==> src/rtl/fsd_ctrl.sv <==
module fsd_ctrl #(
  parameter int NCH         = 8,
  parameter int SYNC_STAGES = 2
) (
  input  logic           clk,
  input  logic           rst_n,
  input  logic           fs_pin_n,
  input  logic           sw_fs_req,
  input  logic [NCH-1:0] below_off,
  input  logic           pwroff_active,
  input  logic [NCH-1:0] seq_en,
  output logic [NCH-1:0] ch_en,
  output logic           pwr_on_low,
  output logic           restart_pulse,
  output logic           sw_fs_bit,
  output logic           shutdown_active
);

  logic [SYNC_STAGES-1:0] pin_sync;
  logic                   pin_hi;
  logic                   all_below;
  logic                   trigger;
  logic                   release_now;

  assign pin_hi      = pin_sync[SYNC_STAGES-1];
  assign all_below   = &below_off;
  assign trigger     = (~pin_hi | sw_fs_bit) & ~pwroff_active;
  assign release_now = shutdown_active & all_below & pin_hi;

  always_ff @(posedge clk or negedge rst_n) begin
    if (!rst_n) pin_sync <= '1;
    else        pin_sync <= {pin_sync[SYNC_STAGES-2:0], fs_pin_n};
  end

  always_ff @(posedge clk or negedge rst_n) begin
    if (!rst_n) begin
      shutdown_active <= 1'b0;
      restart_pulse   <= 1'b0;
      sw_fs_bit       <= 1'b0;
    end else begin
      restart_pulse <= release_now;
      if (shutdown_active) shutdown_active <= ~release_now;
      else                 shutdown_active <= trigger;
      if (sw_fs_req && !pwroff_active)      sw_fs_bit <= 1'b1;
      else if (shutdown_active && all_below) sw_fs_bit <= 1'b0;
    end
  end

  assign ch_en      = seq_en & {NCH{~shutdown_active}};
  assign pwr_on_low = shutdown_active;

endmodule

==> config.mk <==
export PLATFORM = sky130hd
export DESIGN_NAME = fsd_ctrl
export DESIGN_NICKNAME = d
export VERILOG_FILES = /design/src/rtl/fsd_ctrl.sv
export SDC_FILE = /design/constraint.sdc
export NUM_CORES = 1
export LEC_CHECK = 0
export BUFFER_PORTS_ARGS = -buffer_cell sky130_fd_sc_hd__buf_4
export CAP_MARGIN = 30
export CORE_AREA = 5 5 42 44
export CTS_BUF_LIST = sky130_fd_sc_hd__clkbuf_8 sky130_fd_sc_hd__clkbuf_16
export DETAILED_ROUTE_END_ITERATION = 8
export DIE_AREA = 0 0 47 49
export PLACE_DENSITY = 0.55
export SYNTH_ARGS = -nofsm -noshare
export SYNTH_HDL_FRONTEND = slang
export SYNTH_SLANG_ARGS = --single-unit
==> constraint.sdc <==
create_clock -name clk -period 1.2 [get_ports clk]
set_input_delay 0.06 -clock clk [delete_from_list [all_inputs] [get_ports clk]]
set_output_delay 0.06 -clock clk [all_outputs]
set_load 0.03 [all_outputs]
==> results.ini <==
[pwr]
leakagePower_nw=0.336
power_density_nw_per_um2=899
p_total_w=0.000550
irDropWorstVdd_v=0.000971

[setup_path]
setup.worst_path.start_class=register
path_max_fanout=12
ff2ff_path_depth=3
worstReg2RegStart=pwr_on_low$_DFF_PN0_
cp.required_ns=1.14
crit_arrival_ns=1.05
crit_path_start=pwr_on_low$_DFF_PN0_
path_class=reg -> out
endpoint_kind=primary output

[finish]
layout.cells.non_filler=81
layout.nets=87
layout-drive-gt1-share=0.769
num-fill-cells=147
antenna_cells=0
areaGrowthSynthToFinish_pct=106

[grt]
grt_use_total=0.0856
grt_first_pass_wirelength_um=1340
grt-ovfl-total=0
first_global_vias=341
antenna_found_initial=0
grt_max_degree=14

[clock_tree]
clockRootBuffer=clkbuf_8
clock_latency_ns=0.22
htree_levels=1
numCtsBuffers=3
clock-sinks=5
cts_tree=yes
clk_pin_slew_worst_paths_ns=0.03
clock_path_buffers=2

[min_path]
hold_class=in -> reg
hold_depth=2
min_from=pwroff_active

[floorplanning]
die_area_sq_um=2300
floorplan.rows=14
ioPinCount=33
die_w_um=47
die_h_um=49
initial_core_util=0.212
coreArea_sq_um=1400

[place]
dp_slack_ns=0.170
gp_congestion=0.765
place_inst=74
io_buffers=32

[timing]
layout_setup_ws_ns=0.0910
period_share=0.924
tightest_slew_ns=0.162
hold_ws_ns=0.0202
rsz0062_at_grt=false
period_needed_ns=1.11
setup_viol=0
max_slew_margin=0.891
timing.fmax_mhz=902
finalSetupTns_ns=0
hold_viol=0
drv_slew=0
finClkSkew_ns=0.000188

[synth]
syn_nets=49
ys_ff_latch=5
ys_warn_count=0
syn_area_sq_um=297
syn_inst=28
ys_types=17
synth.avg_cell_area_sq_um=10.6
ys_seq_area_frac=0.430

[flow_run]
cap_violations=0

[detailed_routing]
routed_wirelength_um=850
wl_met1_um=299
wl_met2_um=435
met3WireLength_um=115
ant_nets=0
vias=331
routed.top_layer=met3
viasPerCell=4.09
wl_per_cell_um=10.5
drc=0
first_pass_iters=2
drtIter0Drc=5

[status]
status=finished, final reports clean

-- layout by cell type (no fill, tap or decap) --
master,synthesis,final
a21oi_1,1,1
a31oi_1,1,1
and2b_2,8,8
and3_1,1,1
and3_2,1,1
buf_4,1,33
clkbuf_8,0,3
dfrtp_1,3,2
dfrtp_2,0,1
dfstp_2,2,2
dlygate4sd3_1,0,2
inv_1,2,3
nand2_1,1,1
nand2b_1,1,1
nand3_2,1,1
nand4_1,1,1
nor2_1,1,1
o21ai_1,1,1
o31ai_2,1,1
-- stage by stage --
stage	utilization	instance area, sq um
finish	0.437	612
global route	0.437	612
CTS	0.431	604
detailed placement	0.384	538
global placement	0.384	538
floorplan	-	297
-- cells by family (layout without fill, tap and decap cells) --
| family | count (synthesis) | in the layout | share of synthesized area |
|---|---|---|---|
| compound gates | 4 | 4 | 0.0970 |
| flops | 5 | 5 | 0.430 |
| buf+inv | 4 | 41 | 0.0886 |
| simple gates | 15 | 15 | 0.384 |
-- state kept, by name (all words and copies together), names as in the netlist --
| name | count |
|---|---|
| pin_sync | 2 |
| pwr_on_low | 1 |
| restart_pulse | 1 |
| sw_fs_bit | 1 |
-- cell usage after synthesis, drive strengths merged --
library cell	number	area [sq um]
nand2b	1	6.26
o21ai	1	5.00
and2b	8	70.1
nor2	1	3.75
nand3	1	10.0
buf	2	18.8
dfrtp	3	75.1
a31oi	1	6.26
o31ai	1	12.5
dfstp	2	52.6
and3	2	13.8
inv	2	7.51
nand4	1	6.26
a21oi	1	5.00
nand2	1	3.75
-- area by class of cell --
type | instances | area [sq um] | share of cell area
timing repair buffer | 35 | 268 | 0.438
multi-input combinational | 19 | 143 | 0.233
sequential | 5 | 129 | 0.211
clock buffer | 3 | 41.3 | 0.0675
tap | 16 | 20.0 | 0.0327
inverter | 2 | 7.51 | 0.0123
clock inverter | 1 | 3.75 | 0.00613
-- layer usage --
layer | track usage | vias to the layer above
li1 | - | 166
met2 | 0.127 | 20
met1 | 0.0780 | 145
met3 | 0.0775 | 0
met5 | 0 | -
met4 | 0.0415 | 0
-- worst max-delay path, cell delays in order, from the launching register on --
cell     delay, ns
dfrtp_2       0.43
and2b_2       0.23
buf_4         0.16
-- path summary, 6_finish.rpt --
kind,to,slack (ns)
hold reg to reg,pin_sync[1]$_DFF_PN1_,0.35
setup reg to reg,restart_pulse$_DFF_PN0_,0.14
min in group asynchronous,sw_fs_bit$_DFFE_PN0P_,0.19
setup / recovery,ch_en[6],0.09
hold / removal,sw_fs_bit$_DFFE_PN0P_,0.02
max in group asynchronous,pin_sync[1]$_DFF_PN1_,0.82
-- what timing repair did --
action	in CTS	in global routing
hold buffers	2	0
buffers inserted	0	1
endpoints found under the setup margin	8	1
hold endpoints to repair	6	0
gates resized for setup	1	0
gates cloned	0	0
-- where the power goes --
part / total (W) / switching [W] / internal [W]
combinational: 0.0000727 / 0.0000212 / 0.0000515
clock: 0.000299 / 0.0000797 / 0.000219
sequential: 0.000179 / 0.00000227 / 0.000176
Note: power is estimated with default switching activity, not from simulation.
